### src/rtl/bsort_pkg.sv
package bsort_pkg;

    typedef enum logic {
        ORD_DESC = 1'b0,
        ORD_ASC  = 1'b1
    } sort_ord_e;

    // Number of compare steps in stages 0 .. lg-1 of a bitonic network.
    function automatic int step_count(input int lg);
        return (lg * (lg + 1)) / 2;
    endfunction

    // Lower record index of compare pair p in a step with distance 2**dlog.
    function automatic int pair_lo(input int p, input int dlog);
        return ((p >> dlog) << (dlog + 1)) | (p & ((1 << dlog) - 1));
    endfunction

    // Mode inversion for a cell of a given stage: alternates per block of
    // 2**(stage+1) records; zero for every cell of the final stage.
    function automatic bit stage_flip(input int lo, input int stage);
        return bit'((lo >> (stage + 1)) & 1);
    endfunction

endpackage

### src/rtl/bsort_cell.sv
module bsort_cell
    import bsort_pkg::*;
#(
    parameter int FIELD_W = 8
) (
    input  sort_ord_e            mode,
    input  logic [FIELD_W-1:0]   a_key,
    input  logic [FIELD_W-1:0]   a_dat,
    input  logic [FIELD_W-1:0]   b_key,
    input  logic [FIELD_W-1:0]   b_dat,
    output logic [FIELD_W-1:0]   x_key,
    output logic [FIELD_W-1:0]   x_dat,
    output logic [FIELD_W-1:0]   y_key,
    output logic [FIELD_W-1:0]   y_dat
);
    logic a_less;
    logic keys_differ;
    logic swap;

    // Mode 0 keeps the larger key on the lower port; mode 1 inverts the
    // decision through a single XOR. Equal keys never exchange.
    assign a_less      = (a_key < b_key);
    assign keys_differ = (a_key != b_key);
    assign swap        = keys_differ & (a_less ^ (mode == ORD_ASC));

    assign x_key = swap ? b_key : a_key;
    assign x_dat = swap ? b_dat : a_dat;
    assign y_key = swap ? a_key : b_key;
    assign y_dat = swap ? a_dat : b_dat;

endmodule

### src/rtl/bsort_step.sv
module bsort_step
    import bsort_pkg::*;
#(
    parameter int N       = 8,
    parameter int FIELD_W = 8,
    parameter int STAGE   = 0,
    parameter int DLOG    = 0
) (
    input  logic                 clk,
    input  logic                 rst,
    input  logic                 in_vld,
    input  logic                 in_dir,
    input  logic [N*FIELD_W-1:0] in_key,
    input  logic [N*FIELD_W-1:0] in_dat,
    output logic                 out_vld,
    output logic                 out_dir,
    output logic [N*FIELD_W-1:0] out_key,
    output logic [N*FIELD_W-1:0] out_dat
);
    localparam int LG    = $clog2(N);
    localparam int PAIRS = N / 2;
    localparam int DIST  = 1 << DLOG;
    localparam int SW    = FIELD_W + LG;

    logic [N*FIELD_W-1:0] nx_key;
    logic [N*FIELD_W-1:0] nx_dat;

    for (genvar gp = 0; gp < PAIRS; gp++) begin : g_pair
        localparam int  LO   = pair_lo(gp, DLOG);
        localparam int  HI   = LO + DIST;
        localparam bit  FLIP = stage_flip(LO, STAGE);

        sort_ord_e cell_mode;
        assign cell_mode = sort_ord_e'(in_dir ^ FLIP);

        bsort_cell #(.FIELD_W(FIELD_W)) u_cell (
            .mode  (cell_mode),
            .a_key (in_key[LO*FIELD_W +: FIELD_W]),
            .a_dat (in_dat[LO*FIELD_W +: FIELD_W]),
            .b_key (in_key[HI*FIELD_W +: FIELD_W]),
            .b_dat (in_dat[HI*FIELD_W +: FIELD_W]),
            .x_key (nx_key[LO*FIELD_W +: FIELD_W]),
            .x_dat (nx_dat[LO*FIELD_W +: FIELD_W]),
            .y_key (nx_key[HI*FIELD_W +: FIELD_W]),
            .y_dat (nx_dat[HI*FIELD_W +: FIELD_W])
        );

        // at cell level: each registered pair is ordered per its mode.
        p_cell_order_r1: assert property (@(posedge clk) disable iff (rst)
            out_vld |->
                ((out_dir ^ FLIP)
                    ? (out_key[LO*FIELD_W +: FIELD_W] <= out_key[HI*FIELD_W +: FIELD_W])
                    : (out_key[LO*FIELD_W +: FIELD_W] >= out_key[HI*FIELD_W +: FIELD_W])));
    end

    always_ff @(posedge clk) begin
        if (rst) begin
            out_vld <= 1'b0;
            out_dir <= 1'b0;
            out_key <= '0;
            out_dat <= '0;
        end else begin
            out_vld <= in_vld;
            out_dir <= in_dir;
            out_key <= nx_key;
            out_dat <= nx_dat;
        end
    end

    // a step only permutes records, so the key total is conserved.
    logic [SW-1:0] sum_in;
    logic [SW-1:0] sum_out;
    always_comb begin
        sum_in  = '0;
        sum_out = '0;
        for (int i = 0; i < N; i++) begin
            sum_in  = sum_in  + SW'(in_key[i*FIELD_W +: FIELD_W]);
            sum_out = sum_out + SW'(out_key[i*FIELD_W +: FIELD_W]);
        end
    end

    p_key_sum_r3: assert property (@(posedge clk) disable iff (rst)
        out_vld |-> (sum_out == $past(sum_in)));

endmodule

### src/rtl/bitonic_sorter.sv
module bitonic_sorter
    import bsort_pkg::*;
#(
    parameter int N       = 8,
    parameter int FIELD_W = 8
) (
    input  logic                 clk,
    input  logic                 rst,
    input  logic                 in_vld,
    input  logic                 in_dir,
    input  logic [N*FIELD_W-1:0] in_key,
    input  logic [N*FIELD_W-1:0] in_dat,
    output logic                 out_vld,
    output logic                 out_dir,
    output logic [N*FIELD_W-1:0] out_key,
    output logic [N*FIELD_W-1:0] out_dat
);
    localparam int LG    = $clog2(N);
    localparam int STEPS = step_count(LG);
    localparam int CW    = $clog2(STEPS + 2);

    logic [N*FIELD_W-1:0] p_key [0:STEPS];
    logic [N*FIELD_W-1:0] p_dat [0:STEPS];
    logic                 p_vld [0:STEPS];
    logic                 p_dir [0:STEPS];

    assign p_key[0] = in_key;
    assign p_dat[0] = in_dat;
    assign p_vld[0] = in_vld;
    assign p_dir[0] = in_dir;

    for (genvar gs = 0; gs < LG; gs++) begin : g_stage
        for (genvar gu = 0; gu <= gs; gu++) begin : g_step
            localparam int IDX = step_count(gs) + gu;
            bsort_step #(
                .N       (N),
                .FIELD_W (FIELD_W),
                .STAGE   (gs),
                .DLOG    (gs - gu)
            ) u_step (
                .clk     (clk),
                .rst     (rst),
                .in_vld  (p_vld[IDX]),
                .in_dir  (p_dir[IDX]),
                .in_key  (p_key[IDX]),
                .in_dat  (p_dat[IDX]),
                .out_vld (p_vld[IDX+1]),
                .out_dir (p_dir[IDX+1]),
                .out_key (p_key[IDX+1]),
                .out_dat (p_dat[IDX+1])
            );
        end
    end

    assign out_vld = p_vld[STEPS];
    assign out_dir = p_dir[STEPS];
    assign out_key = p_key[STEPS];
    assign out_dat = p_dat[STEPS];

    // Adjacent output positions are ordered per the set's direction.
    for (genvar gi = 0; gi < N - 1; gi++) begin : g_ord
        p_desc_order_r1: assert property (@(posedge clk) disable iff (rst)
            (out_vld && !out_dir) |->
                (out_key[gi*FIELD_W +: FIELD_W] >= out_key[(gi+1)*FIELD_W +: FIELD_W]));
        p_asc_order_r2: assert property (@(posedge clk) disable iff (rst)
            (out_vld && out_dir) |->
                (out_key[gi*FIELD_W +: FIELD_W] <= out_key[(gi+1)*FIELD_W +: FIELD_W]));
    end

    // Sets accepted but not yet delivered; never more than the pipe depth.
    logic [CW-1:0] in_flight;
    always_ff @(posedge clk) begin
        if (rst) begin
            in_flight <= '0;
        end else begin
            case ({in_vld, out_vld})
                2'b10:   in_flight <= in_flight + CW'(1);
                2'b01:   in_flight <= in_flight - CW'(1);
                default: in_flight <= in_flight;
            endcase
        end
    end

    p_no_phantom_r4: assert property (@(posedge clk) disable iff (rst)
        out_vld |-> (in_flight != '0));
    p_depth_bound_r5: assert property (@(posedge clk) disable iff (rst)
        (int'(in_flight) <= STEPS));

endmodule

### config.mk
export PLATFORM = sky130hd
export DESIGN_NAME = bitonic_sorter
export DESIGN_NICKNAME = d
export VERILOG_FILES = /design/src/rtl/bsort_pkg.sv /design/src/rtl/bsort_cell.sv /design/src/rtl/bsort_step.sv /design/src/rtl/bitonic_sorter.sv
export SDC_FILE = /design/constraint.sdc
export NUM_CORES = 2
export LEC_CHECK = 0
export BUFFER_PORTS_ARGS = -buffer_cell sky130_fd_sc_hd__buf_2
export CAP_MARGIN = 20
export CORE_MARGIN = 5
export CORE_UTILIZATION = 56
export DETAILED_ROUTE_END_ITERATION = 8
export PLACE_DENSITY = 0.84
export SKIP_LAST_GASP = 1
export SLEW_MARGIN = 20
export SYNTH_ARGS = -nofsm -noshare
export SYNTH_HDL_FRONTEND = slang
export SYNTH_SLANG_ARGS = --single-unit
### constraint.sdc
create_clock -name clk -period 4.72 [get_ports clk]
set_clock_uncertainty 0.2 [all_clocks]
set_input_delay 1.416 -clock clk [delete_from_list [all_inputs] [get_ports clk]]
set_output_delay 1.416 -clock clk [all_outputs]
set_load 0.02 [all_outputs]
==> metrics.txt <==
placed cells 4212; final worst-path cycle share 0.6641; Syn-to-layout area delta 11.55%; leakage power summed over all cells 17.88 nW; final setup fails 0; core box area 62740 um^2; relative slew slack 0.2467; CTS tree built; routed vias 22809; Hold/Removal Path Class reg -> reg; number of DRC markers after the initial detailed-route iteration 1569; final WL 78.11 mm; Clock Sink Count 780; Yosys warning total 0; fin util 0.6280; final weighted congestion in routability-driven placement 0.8788; clock latency at the later pin of the worst-skew pair 0.63 ns; hold bufs inserted after CTS 0; Max Cap Viol 0; highest net fanout along the worst path 16; fraction of final layout cells with drive strength greater than 1 0.1255; horizontal extent of the die 261.1 um; Final Hold Viols 0; antenna violations before repair 1; clock-pin slew on the worst setup and hold paths 0.06 ns; worst ir drop on vdd 0.4033 mV; Syn Inst Count 3264; detailed placement HPWL 59.78 mm; share of flip-flops with an asynchronous set or reset 0; PnR Total Power 0.02327 W; commonest register cell after synthesis sky130_fd_sc_hd__dfxtp_1; launching element type of the critical path primary input; final total negative setup slack 0 ns; via density per instance 5.239; Port Buffers 261; first-pass GRT wire length 123.3 mm; residual DRC count 0; total track usage 0.2244; Worst EP required 5.05 ns; number of library cell types mapped by synthesis 27; run status finished clean; number of cell rows 92; number of clock buffers inserted by TritonCTS 77; number of H-tree levels 3; count of state elements after synthesis 780; timing-limited maximum frequency 319.0 MHz; Initial DRT Pass Iterations 5; FILL cells 4850; Pwr per Cell Area 590.6 nW/um^2; mean cell area of the mapped netlist 10.82 um^2; WS Path Type in -> reg; worst setup slack after placement 0.9064 ns; register area share after synthesis 0.4421; total I/O pin count 262; die footprint 68190 um^2; cell chosen for the clock root sky130_fd_sc_hd__clkbuf_16; Worst setup EP type flop; number of nets with antenna violations after routing 0; worst setup slack after layout 1.585 ns; total of cells resized after clock tree synthesis 0; maximum buffer depth of the clock tree 3; cell area after synthesis 35320 um^2; net count reported at finish 3769; height of the die 261.1 um; Synth area leaders sky130_fd_sc_hd__dfxtp_1, sky130_fd_sc_hd__mux2i_1, sky130_fd_sc_hd__nand2b_1, sky130_fd_sc_hd__ha_1, sky130_fd_sc_hd__inv_1; global route total overflow 0; Mapped Nets 3588; number of buffers inserted to repair setup after CTS 0; Yosys top cell area share 0.4421; Crit path arrival time 3.46 ns; Final Critical Period 3.135 ns; Finished Layout Cells 4354; maximum number of pins on one net before global-route repair 185; via count of the first global-routing pass 22683; effective utilization at floorplan 0.5630; total count of max-transition violations in the final report 0; EDFF count, synth 0; RSZ-0062 raised after global routing no; detailed-route wire length per cell 17.94 um; Yosys top cell by area sky130_fd_sc_hd__dfxtp_1; slew at the pin closest to its max-slew limit 1.126 ns
layout by cell type (no fill, tap or decap), drive strengths merged:
master	n
buf	270
nor2b	30
a22o	6
ha	192
o211ai	36
clkinv	18
dfxtp	780
a211oi	6
inv	202
nand2	24
diode	1
clkbuf	103
nand3	36
o21a	18
o211a	24
a211o	24
nand2b	774
a21o	24
bufinv	13
o22a	18
nand4	36
o21ai	12
a21oi	72
mux2i	768
clkinvlp	3
nor2	18
flip-flops by register name, summed over array words and instances, names as in the netlist:
register / cells
g_stage.g_step.u_step.out_dir: 6
g_stage.g_step.u_step.out_key: 384
g_stage.g_step.u_step.out_dat: 384
g_stage.g_step.u_step.out_vld: 6
cells by family (layout without fill, tap and decap cells):
group                      after synthesis  after routing  synth area share
AOI/OAI and AO/OA                      240            240           0.05952
adders and majority gates              192            192           0.06802
buffers and inverters                  366            609           0.05434
DFF                                    780            780            0.4421
muxes                                  768            768            0.2177
other                                    0              1                 0
and+or+nand+nor                        918            918            0.1584
final timing paths:
check / startpoint / cells after the start / endpoint / slack, ns
worst max-delay path: in_key[39] / 7 / g_stage[0].g_step[0].u_step.out_dat[40] / 1.59
worst min-delay path: g_stage[1].g_step[0].u_step.out_vld / 1 / g_stage[1].g_step[1].u_step.out_vld / 0.24
worst max register to register: g_stage[2].g_step[1].u_step.out_key[9] / 7 / g_stage[2].g_step[2].u_step.out_dat[14] / 1.78
worst min register to register: g_stage[1].g_step[0].u_step.out_vld / 1 / g_stage[1].g_step[1].u_step.out_vld / 0.24
layer usage:
layer  vias up  part of all wire  routed length, um  GRT usage
met2       561              0.47              36800     0.3731
li1      11388                 -                  -          -
met1     10755              0.45              35520     0.3080
met3       105             0.050               3893    0.02815
met4         0             0.024               1899    0.06788
met5         -                 0                  0          0
area by class of cell:
cell class / count / area (um^2) / area share
repair buffers: 270 / 1421 / 0.03608
clock buffers: 103 / 2166 / 0.05497
flip-flops and latches: 780 / 15620 / 0.3963
inverters: 198 / 743.2 / 0.01886
clock inverters: 38 / 608.1 / 0.01543
multi-input cells: 2118 / 17780 / 0.4514
diodes: 1 / 2.502 / 0.00006351
well taps: 846 / 1059 / 0.02687
synth_stat cells, types with 24 or more instances:
cell	count
sky130_fd_sc_hd__clkbuf_1	86
sky130_fd_sc_hd__o211a_1	24
sky130_fd_sc_hd__ha_1	192
sky130_fd_sc_hd__nor2b_1	30
sky130_fd_sc_hd__a21oi_1	54
sky130_fd_sc_hd__nand2b_1	774
sky130_fd_sc_hd__mux2i_1	768
sky130_fd_sc_hd__a211o_1	24
sky130_fd_sc_hd__nand3_1	36
sky130_fd_sc_hd__buf_6	54
sky130_fd_sc_hd__nand2_1	24
sky130_fd_sc_hd__nand4_1	36
sky130_fd_sc_hd__a21o_1	24
sky130_fd_sc_hd__dfxtp_1	780
sky130_fd_sc_hd__inv_1	198
power breakdown:
group | leakage, nW | internal (W) | switching [W]
clock | 1.36 | 0.00398 | 0.00259
combinational | 10.2 | 0.00383 | 0.00487
sequential | 6.36 | 0.00750 | 0.000503
metrics by stage:
| stage | hold WS [ns] | area [um^2] |
|---|---|---|
| finish | 0.2392 | 39400 |
| global route | 0.2616 | 39400 |
| CTS | 0.2444 | 39400 |
| detailed placement | 0.2286 | 36620 |
| global placement | 0.2269 | 36620 |
| floorplan | 0.2138 | 35320 |
critical path, cell delays in order:
cell and delay (ns):
sky130_fd_sc_hd__buf_2 0.11, sky130_fd_sc_hd__ha_1 0.32, sky130_fd_sc_hd__a21oi_1 0.25, sky130_fd_sc_hd__o22a_1 0.17
sky130_fd_sc_hd__o21a_1 0.18, sky130_fd_sc_hd__o211a_1 0.74, sky130_fd_sc_hd__mux2i_1 0.27
Power figures use the tool's default switching activity.
